===== config.mk =====
export PLATFORM = sky130hd
export DESIGN_NAME = sctl_port
export DESIGN_NICKNAME = d
export VERILOG_FILES = /design/src/rtl/sctl_pkg.sv /design/src/rtl/sctl_sync.sv /design/src/rtl/sctl_shift.sv /design/src/rtl/sctl_regfile.sv /design/src/rtl/sctl_port.sv
export SDC_FILE = /design/constraint.sdc
export NUM_CORES = 1
export LEC_CHECK = 0
export BUFFER_PORTS_ARGS = -buffer_cell sky130_fd_sc_hd__buf_4
export CORE_MARGIN = 4
export CORE_UTILIZATION = 55
export CTS_CLUSTER_SIZE = 16
export DETAILED_ROUTE_END_ITERATION = 6
export GPL_ROUTABILITY_DRIVEN = 0
export MAX_ROUTING_LAYER = met4
export PLACE_DENSITY = 0.77
export SKIP_CTS_REPAIR_TIMING = 1
export SYNTH_ARGS = -nofsm -noshare
export SYNTH_HDL_FRONTEND = slang
export SYNTH_SLANG_ARGS = --single-unit

===== constraint.sdc =====
create_clock -name clk -period 2 [get_ports clk]
set_input_delay 0.4 -clock clk [delete_from_list [all_inputs] [get_ports clk]]
set_output_delay 0.4 -clock clk [all_outputs]
set_load 0.02 [all_outputs]

===== src/rtl/sctl_pkg.sv =====
package sctl_pkg;

   // Default geometry of the control word
   localparam int unsigned SCTL_OCT_W  = 4;
   localparam int unsigned SCTL_FINE_W = 10;
   localparam int unsigned SCTL_CFG_W  = 2;
   localparam int unsigned SCTL_BYTE_W = 8;
   localparam int unsigned SCTL_SYNC   = 2;

   // Least significant bit of a byte lane; lane 0 is the first byte on the wire
   function automatic int unsigned lane_lsb(int unsigned lane,
                                            int unsigned word_w,
                                            int unsigned byte_w);
      return word_w - (lane + 1) * byte_w;
   endfunction

endpackage


===== src/rtl/sctl_sync.sv =====
module sctl_sync #(
   parameter int unsigned        STAGES  = 2,
   parameter int unsigned        W       = 3,
   parameter logic [W-1:0]       RST_VAL = '0
) (
   input  logic         clk,
   input  logic         rst_n,
   input  logic [W-1:0] d,
   output logic [W-1:0] q
);

   if (STAGES == 0) begin : g_bypass
      // Inputs already synchronous to clk
      assign q = d;
   end else begin : g_chain
      logic [W-1:0] stage_q [STAGES];

      for (genvar s = 0; s < STAGES; s++) begin : g_stage
         always_ff @(posedge clk or negedge rst_n) begin
            if (!rst_n)      stage_q[s] <= RST_VAL;
            else if (s == 0) stage_q[s] <= d;
            else             stage_q[s] <= stage_q[(s == 0) ? 0 : s - 1];
         end
      end

      assign q = stage_q[STAGES-1];
   end

endmodule


===== src/rtl/sctl_shift.sv =====
module sctl_shift #(
   parameter int unsigned WORD_W = 16,
   parameter int unsigned BYTE_W = 8,
   localparam int unsigned NBYTES = WORD_W / BYTE_W,
   localparam int unsigned CNT_W  = $clog2(WORD_W + 1),
   localparam int unsigned IDX_W  = $clog2(NBYTES)
) (
   input  logic              clk,
   input  logic              rst_n,
   input  logic              en_n_s,
   input  logic              sclk_s,
   input  logic              sdi_s,
   output logic              commit_req,
   output logic [IDX_W-1:0]  commit_idx,
   output logic [BYTE_W-1:0] commit_data
);

   localparam logic [CNT_W-1:0] CNT_FULL = CNT_W'(WORD_W);
   localparam logic [CNT_W-1:0] CNT_BYTE = CNT_W'(BYTE_W);
   localparam logic [CNT_W-1:0] CNT_LAST = CNT_W'(BYTE_W - 1);

   logic              sclk_prev;
   logic [CNT_W-1:0]  bit_cnt;
   logic [BYTE_W-2:0] acc;
   logic              rise;
   logic              take;
   logic [CNT_W-1:0]  slot;

   // Rising edge of the synchronised serial clock
   always_ff @(posedge clk or negedge rst_n) begin
      if (!rst_n) sclk_prev <= 1'b0;
      else        sclk_prev <= sclk_s;
   end

   always_comb begin
      rise = sclk_s & ~sclk_prev;
      take = rise & ~en_n_s & (bit_cnt != CNT_FULL);
      slot = bit_cnt % CNT_BYTE;
   end

   // Bit counter and partial byte; cleared whenever select is high
   always_ff @(posedge clk or negedge rst_n) begin
      if (!rst_n) begin
         bit_cnt <= '0;
         acc     <= '0;
      end else if (en_n_s) begin
         bit_cnt <= '0;
         acc     <= '0;
      end else if (take) begin
         bit_cnt <= bit_cnt + 1'b1;
         acc     <= {acc[BYTE_W-3:0], sdi_s};
      end
   end

   // The completing bit is taken straight from the pin, so the byte commits on its own edge
   always_comb begin
      commit_req  = take && (slot == CNT_LAST);
      commit_idx  = IDX_W'(bit_cnt / CNT_BYTE);
      commit_data = {acc, sdi_s};
   end

   AST_CNT_BOUND: assert property (@(posedge clk) disable iff (!rst_n)
      bit_cnt <= CNT_FULL);

   AST_IDLE_CLEAR: assert property (@(posedge clk) disable iff (!rst_n)
      en_n_s |=> (bit_cnt == '0));

endmodule


===== src/rtl/sctl_regfile.sv =====
module sctl_regfile
   import sctl_pkg::*;
#(
   parameter int unsigned WORD_W = 16,
   parameter int unsigned BYTE_W = 8,
   localparam int unsigned NBYTES = WORD_W / BYTE_W,
   localparam int unsigned IDX_W  = $clog2(NBYTES)
) (
   input  logic              clk,
   input  logic              rst_n,
   input  logic              commit_req,
   input  logic [IDX_W-1:0]  commit_idx,
   input  logic [BYTE_W-1:0] commit_data,
   output logic [WORD_W-1:0] word_o,
   output logic              stb_o,
   output logic              upper_o
);

   logic [BYTE_W-1:0] lane_q [NBYTES];
   logic              stb_q;
   logic              upper_q;

   for (genvar l = 0; l < NBYTES; l++) begin : g_lane
      localparam int unsigned LSB = lane_lsb(l, WORD_W, BYTE_W);

      always_ff @(posedge clk or negedge rst_n) begin
         if (!rst_n)
            lane_q[l] <= '0;
         else if (commit_req && (commit_idx == IDX_W'(l)))
            lane_q[l] <= commit_data;
      end

      assign word_o[LSB +: BYTE_W] = lane_q[l];
   end

   always_ff @(posedge clk or negedge rst_n) begin
      if (!rst_n) begin
         stb_q   <= 1'b0;
         upper_q <= 1'b0;
      end else begin
         stb_q <= commit_req;
         if (commit_req) upper_q <= (commit_idx == '0);
      end
   end

   assign stb_o   = stb_q;
   assign upper_o = upper_q;

   AST_QUIET_HOLD: assert property (@(posedge clk) disable iff (!rst_n)
      !stb_q |-> $stable(word_o));

   AST_UPPER_ONLY: assert property (@(posedge clk) disable iff (!rst_n)
      (stb_q && upper_q) |-> $stable(word_o[WORD_W-BYTE_W-1:0]));

   AST_LOWER_ONLY: assert property (@(posedge clk) disable iff (!rst_n)
      (stb_q && !upper_q) |-> $stable(word_o[WORD_W-1 -: BYTE_W]));

   AST_STB_PULSE: assert property (@(posedge clk) disable iff (!rst_n)
      stb_q |=> !stb_q);

endmodule


===== src/rtl/sctl_port.sv =====
module sctl_port
   import sctl_pkg::*;
#(
   parameter int unsigned OCT_W       = SCTL_OCT_W,
   parameter int unsigned FINE_W      = SCTL_FINE_W,
   parameter int unsigned CFG_W       = SCTL_CFG_W,
   parameter int unsigned BYTE_W      = SCTL_BYTE_W,
   parameter int unsigned SYNC_STAGES = SCTL_SYNC
) (
   input  logic              clk,
   input  logic              rst_n,
   input  logic              sen_n,
   input  logic              sclk,
   input  logic              sdi,
   output logic [OCT_W-1:0]  octave,
   output logic [FINE_W-1:0] fine,
   output logic [CFG_W-1:0]  out_cfg,
   output logic              upd_stb,
   output logic              upd_upper
);

   localparam int unsigned WORD_W = OCT_W + FINE_W + CFG_W;
   localparam int unsigned NBYTES = WORD_W / BYTE_W;
   localparam int unsigned IDX_W  = $clog2(NBYTES);

   if (WORD_W % BYTE_W != 0) begin : g_err_lanes
      $error("control word width must be a whole number of bytes");
   end
   if (NBYTES < 2) begin : g_err_nbytes
      $error("control word must span at least two bytes");
   end
   if (BYTE_W < 4) begin : g_err_byte
      $error("byte width must be at least 4");
   end
   if (SYNC_STAGES == 1) begin : g_err_sync
      $error("use 0 stages for synchronous pins or at least 2 for asynchronous ones");
   end

   logic [2:0]        pins_s;
   logic              en_n_s;
   logic              sclk_s;
   logic              sdi_s;
   logic              commit_req;
   logic [IDX_W-1:0]  commit_idx;
   logic [BYTE_W-1:0] commit_data;
   logic [WORD_W-1:0] word;

   // Select idles high, so it resets to 1
   sctl_sync #(
      .STAGES  (SYNC_STAGES),
      .W       (3),
      .RST_VAL (3'b100)
   ) u_sync (
      .clk   (clk),
      .rst_n (rst_n),
      .d     ({sen_n, sclk, sdi}),
      .q     (pins_s)
   );

   assign {en_n_s, sclk_s, sdi_s} = pins_s;

   sctl_shift #(
      .WORD_W (WORD_W),
      .BYTE_W (BYTE_W)
   ) u_shift (
      .clk         (clk),
      .rst_n       (rst_n),
      .en_n_s      (en_n_s),
      .sclk_s      (sclk_s),
      .sdi_s       (sdi_s),
      .commit_req  (commit_req),
      .commit_idx  (commit_idx),
      .commit_data (commit_data)
   );

   sctl_regfile #(
      .WORD_W (WORD_W),
      .BYTE_W (BYTE_W)
   ) u_regs (
      .clk         (clk),
      .rst_n       (rst_n),
      .commit_req  (commit_req),
      .commit_idx  (commit_idx),
      .commit_data (commit_data),
      .word_o      (word),
      .stb_o       (upd_stb),
      .upper_o     (upd_upper)
   );

   // Decoded fields of the committed word
   assign octave  = word[WORD_W-1 -: OCT_W];
   assign fine    = word[CFG_W +: FINE_W];
   assign out_cfg = word[CFG_W-1:0];

   AST_IDLE_NO_STB: assert property (@(posedge clk) disable iff (!rst_n)
      $past(en_n_s) |-> !upd_stb);

endmodule


==> Yosys cells after proc, flatten, opt, wreduce, memory -nomap -nowiden <==
Index checks and enable logic that the tools add are counted.
{ "word_totals": {"ff_bits": 37, "output_inout_bits": 18, "input_bits": 5, "wordCells": 26} }
{ "classes": {"n_eq_ne": 2, "reduce_logical": 4, "n_mux": 4, "bitwise": 6, "add_sub_neg": 1} }
{ "ops": {"columns": ["operator", "n"], "rows": [
  ["$mux W7", 2],
  ["$mux W5", 2],
  ["$add A5 B1 Y5 const B", 1],
  ["$ne A5 B5 Y1 const B", 1],
  ["$and A1 B1 Y1", 3],
  ["$eq A3 B3 Y1 const B", 1],
  ["$logic_and A1 B1 Y1", 3],
  ["$not A1 Y1", 3],
  ["$reduce_bool A2 Y1", 1]
]} }

==> Logic depth before layout (Yosys ltp) <==
{ "depth": {"depth_word": 6, "depth_mapped": 6, "mapped_depth_nobuf": 5} }

==> Cells and area by module <==
Synthesis repeated with hierarchy kept, for this count alone.
{ "unflattened": {"hier_cells": 112, "hier_area_um2": 1556.5} }
{ "modules_own_cells": {"columns": ["mod", "area_per_inst_um2", "instances", "seq_area_each_um2", "cells_each"], "rows": [
  ["sctl_regfile", 704.4, 1, 450.4, 39],
  ["sctl_shift", 676.9, 1, 325.3, 64],
  ["sctl_sync", 175.2, 1, 152.6, 9]
]} }

==> Worst setup path before layout <==
OpenSTA, ideal clock, no wires.
{ "synth_path": {"path_kind": "flip-flop to flip-flop", "start": "register u_shift.bit_cnt[0]", "end": "register u_regs.lane_q, in the netlist u_regs.word_o[10]", "required_ns": 1.875, "slack_ns": 0.186, "arrival_time_ns": 1.689, "path_stages_with_launch": 6, "synth_period_minus_slack_ns": 1.814, "setup_time_ns": 0.125, "n_path_buf": 0, "path_cell_list": "dfrtp_1 > ha_1 > ha_1 > nand4bb_4 > a311oi_4 > mux2_2"} }
{ "synth_between": {"elab_chain_len": 4} }
{ "synth_rtl": {"columns": ["element", "line", "text"], "rows": [
  ["from (decl)", "sctl_shift.sv:23", "logic [CNT_W-1:0] bit_cnt;"],
  ["from (signal assigned)", "sctl_shift.sv:50", "bit_cnt <= bit_cnt + 1'b1;"],
  ["$ne A5 B5 Y1", "sctl_shift.sv:37", "take = rise & ~en_n_s & (bit_cnt != CNT_FULL);"],
  ["$and A1 B1 Y1", "sctl_shift.sv:37", null],
  ["$logic_and A1 B1 Y1 (*)", "sctl_shift.sv:57", "commit_req = take && (slot == CNT_LAST);"],
  ["$logic_and A1 B1 Y1 (*)", "sctl_regfile.sv:29", "else if (commit_req && (commit_idx == IDX_W'(l)))"],
  ["to (signal, indexed assignment)", "sctl_regfile.sv:30", "lane_q[l] <= commit_data;"],
  ["to (decl)", "sctl_regfile.sv:19", "logic [BYTE_W-1:0] lane_q [NBYTES];"]
]} }
Every way passes the cells marked *; elsewhere a longest branch is shown, timed or not.
A chain may end at the register's enable or synchronous reset.

==> Final worst setup path <==
{ "layout_path": {"start": "register u_shift.bit_cnt[0]", "end": "register u_regs.lane_q, in the netlist u_regs.word_o[11]"} }
The elaborated chain is that of the path after synthesis.

==> flow_metrics.py <==
metrics = {
    "run_status": {
        "status": "completed",
    },
    "synth": {
        "syn_inst": 104,
        "synth_edf_count": 0,
        "ys_types": 24,
        "syn_area_per_cell_um2": 14.7,
        "yosys.area.top_type": "dfrtp_1",
        "netlist_top_cells_area": "dfrtp_1, mux2_2, mux2i_1",
        "syn_nets": 112,
        "ys_async_sr_fraction": 1.00,
        "synth.cell_area_um2": 1530,
        "yosysMostFrequentCell": "dfrtp_1",
        "ys_ff_latch": 37,
        "synth_warnings": 0,
        "synth_commonest_cells": "dfrtp_1, mux2_2, nand2b_1",
        "ys.flop_type": "dfrtp_1",
        "synth_seq_area_share": 0.608,
        "synth_top_area_frac": 0.573,
    },
    "grt": {
        "grt_pass1_wl_um": 4280,
        "grt_pass1_vias": 923,
        "grt_usage": 0.172,
        "grt_max_degree": 38,
        "antenna_found_initial": 0,
        "overflow": 0,
    },
    "sta": {
        "worst_slack_ps": 103,
        "slew_headroom": 0.704,
        "worst_hold_slack_ps": 141,
        "hold_viol_final": 0,
        "setup-tns-final_ps": 0,
        "post-route-min-period_ps": 1900,
        "final.setup_skew_ps": 14.1,
        "worstMarginPinSlew_ps": 443,
        "max_clock_freq_mhz": 527,
        "finalSetupViolCount": 0,
        "finalCritPeriodShare": 0.948,
        "report.final.slew_viol_count": 0,
        "rsz0062_at_grt": "false",
    },
    "clocking": {
        "cts-buffers-inserted": 5,
        "cts.sinks": 37,
        "clk_latency_ps": 350,
        "cts_tree": "built",
        "cts-root-buf": "clkbuf_4",
        "clk_pin_slew_ps": 120,
        "h-tree-depth": 2,
        "clk_path_buf_depth": 2,
    },
    "power_and_ir_drop": {
        "peakVddDrop_uv": 743,
        "cellPowerDensity_nw_per_um2": 665,
        "p_leak_nw": 0.917,
    },
    "drt": {
        "avgViaCountPerCell": 5.46,
        "num_vias": 907,
        "route.detailed.drc": 0,
        "drt_first_iter_violations": 29,
        "finalWirelength_um": 2550,
        "dr.pass1.iters": 4,
        "wl_per_cell_um": 15.3,
        "ant_nets": 0,
    },
    "placement": {
        "placed_area_um2": 1740,
        "dp.final_hpwl_um": 1740,
        "portBuffers": 22,
        "pre_cts_ws_ps": 109,
    },
    "finish": {
        "ff_latch_area_um2": 928,
        "multi_input_area_um2": 568,
        "layout-drive-gt1-share": 0.441,
        "design_area_um2": 1830,
        "fin_nets": 143,
        "utilization": 0.712,
        "fillCellCount": 182,
        "diodes": 0,
        "syn2layout_area_growth_pct": 19.7,
    },
    "critical_path": {
        "startpoint": "u_shift.bit_cnt[0]",
        "crit_path_start_kind": "flip-flop",
        "crit_required_ps": 2240,
        "setup.worst_path.end": "u_regs.word_o[11]",
        "cp_max_fo": 8,
        "crit_arrival_ps": 2140,
        "timing.rr.start": "u_shift.bit_cnt[0]",
        "cp-end-kind": "flip-flop",
        "rrSetupSlack_ps": 100,
        "timing.setup.critical_path_class": "flip-flop to flip-flop",
        "r2r_cells": 6,
        "rr_endpoint": "u_regs.word_o[11]",
    },
    "floorplan": {
        "dieArea_um2": 3690,
        "initial_utilization": 0.595,
        "io_pins": 23,
        "rows": 18,
        "die_h_um": 60.7,
        "coreArea_um2": 2570,
        "die_x_um": 60.7,
    },
    "run": {
        "maxCapViolations": 0,
    },
    "worst_hold_path": {
        "hp-class": "input pin to flip-flop",
    },
}
## per-layer routing
| metal | vias up | GRT usage | wire length (µm) |
|---|---|---|---|
| met4 | 0 | 0.0743 | 52 |
| met3 | 7 | 0.0745 | 169 |
| met2 | 23 | 0.250 | 1190 |
| met5 | - | - | 0 |
| li1 | 420 | - | - |
| met1 | 457 | 0.208 | 1130 |
## sequential cells by signal (all words and copies together) (netlist names)
register,count
u_sync.q,3
u_regs.upper_o,1
u_shift.bit_cnt,5
u_sync.g_chain.stage_q,3
u_regs.word_o,16
u_shift.acc,7
u_shift.sclk_prev,1
u_regs.stb_o,1
## worst max-delay path, stage by stage (launching register included)
cell       delay [ps]
dfrtp_1           430
ha_1              200
ha_1              190
nand4bb_4         150
a311oi_4          320
buf_12            170
mux2_2            320
## logic make-up (layout without fill, tap and decap cells)
family,count (synthesis),after routing,synth area share
AOI/OAI and AO/OA,5,5,0.0385
buffers and inverters,8,40,0.0278
and+or+nand+nor,24,24,0.110
muxes,27,27,0.192
DFF,37,37,0.608
adders and majority gates,3,3,0.0246
## power breakdown
group | switching, mW | leakage, nW | total (mW) | internal (mW)
Sequential | 0.00979 | 0.497 | 0.770 | 0.760
Clock | 0.254 | 0.0310 | 0.387 | 0.132
Combinational | 0.0315 | 0.388 | 0.0597 | 0.0282
## area by class of cell
cell class / count / area share
clock buffer: 5 / 0.0205
multi-input combinational: 59 / 0.311
inverter: 4 / 0.00821
timing repair buffer: 28 / 0.123
clock inverter: 3 / 0.00958
tap: 30 / 0.0205
sequential: 37 / 0.508
## worst min-delay path by stage
stage / end / cells after the start / slack (ps) / startpoint
after floorplan: u_regs.stb_o / 0 / 100 / rst_n
after global placement: u_sync.q[1] / 0 / 330 / u_sync.g_chain.stage_q[4]
after detailed placement: u_sync.q[1] / 0 / 330 / u_sync.g_chain.stage_q[4]
after CTS: u_shift.bit_cnt[2] / 1 / -20 / rst_n
after global routing: u_sync.g_chain.stage_q[5] / 1 / 130 / sen_n
final: u_sync.g_chain.stage_q[3] / 1 / 140 / sdi
## layout by cell type, fill, tap and decap left out
cell type and count:
nand4bb_4 1, mux2i_1 9, clkinv_2 2, nand3_1 1
a31oi_1 1, nand2b_1 12, nor2_1 5, a311oi_1 1
o21a_1 1, buf_4 26, clkinvlp_4 1, and4bb_2 1
nor2b_1 1, dfstp_2 2, a41o_1 1, clkbuf_4 5
buf_12 1, a311oi_4 1, inv_1 4, ha_1 3
mux2_2 18, nor3b_4 1, and3b_1 1, dfrtp_1 35
or2_2 1, dlygate4sd3_1 1
## through the flow
stage          total power, mW  std cells
6_report                  1.22        166
5_1_grt                   1.27        166
4_1_cts                   1.23        163
3_5_place_dp             0.840        155
3_3_place_gp             0.839        155
2_1_floorplan            0.814        104
(Power assumes the default switching activity.)
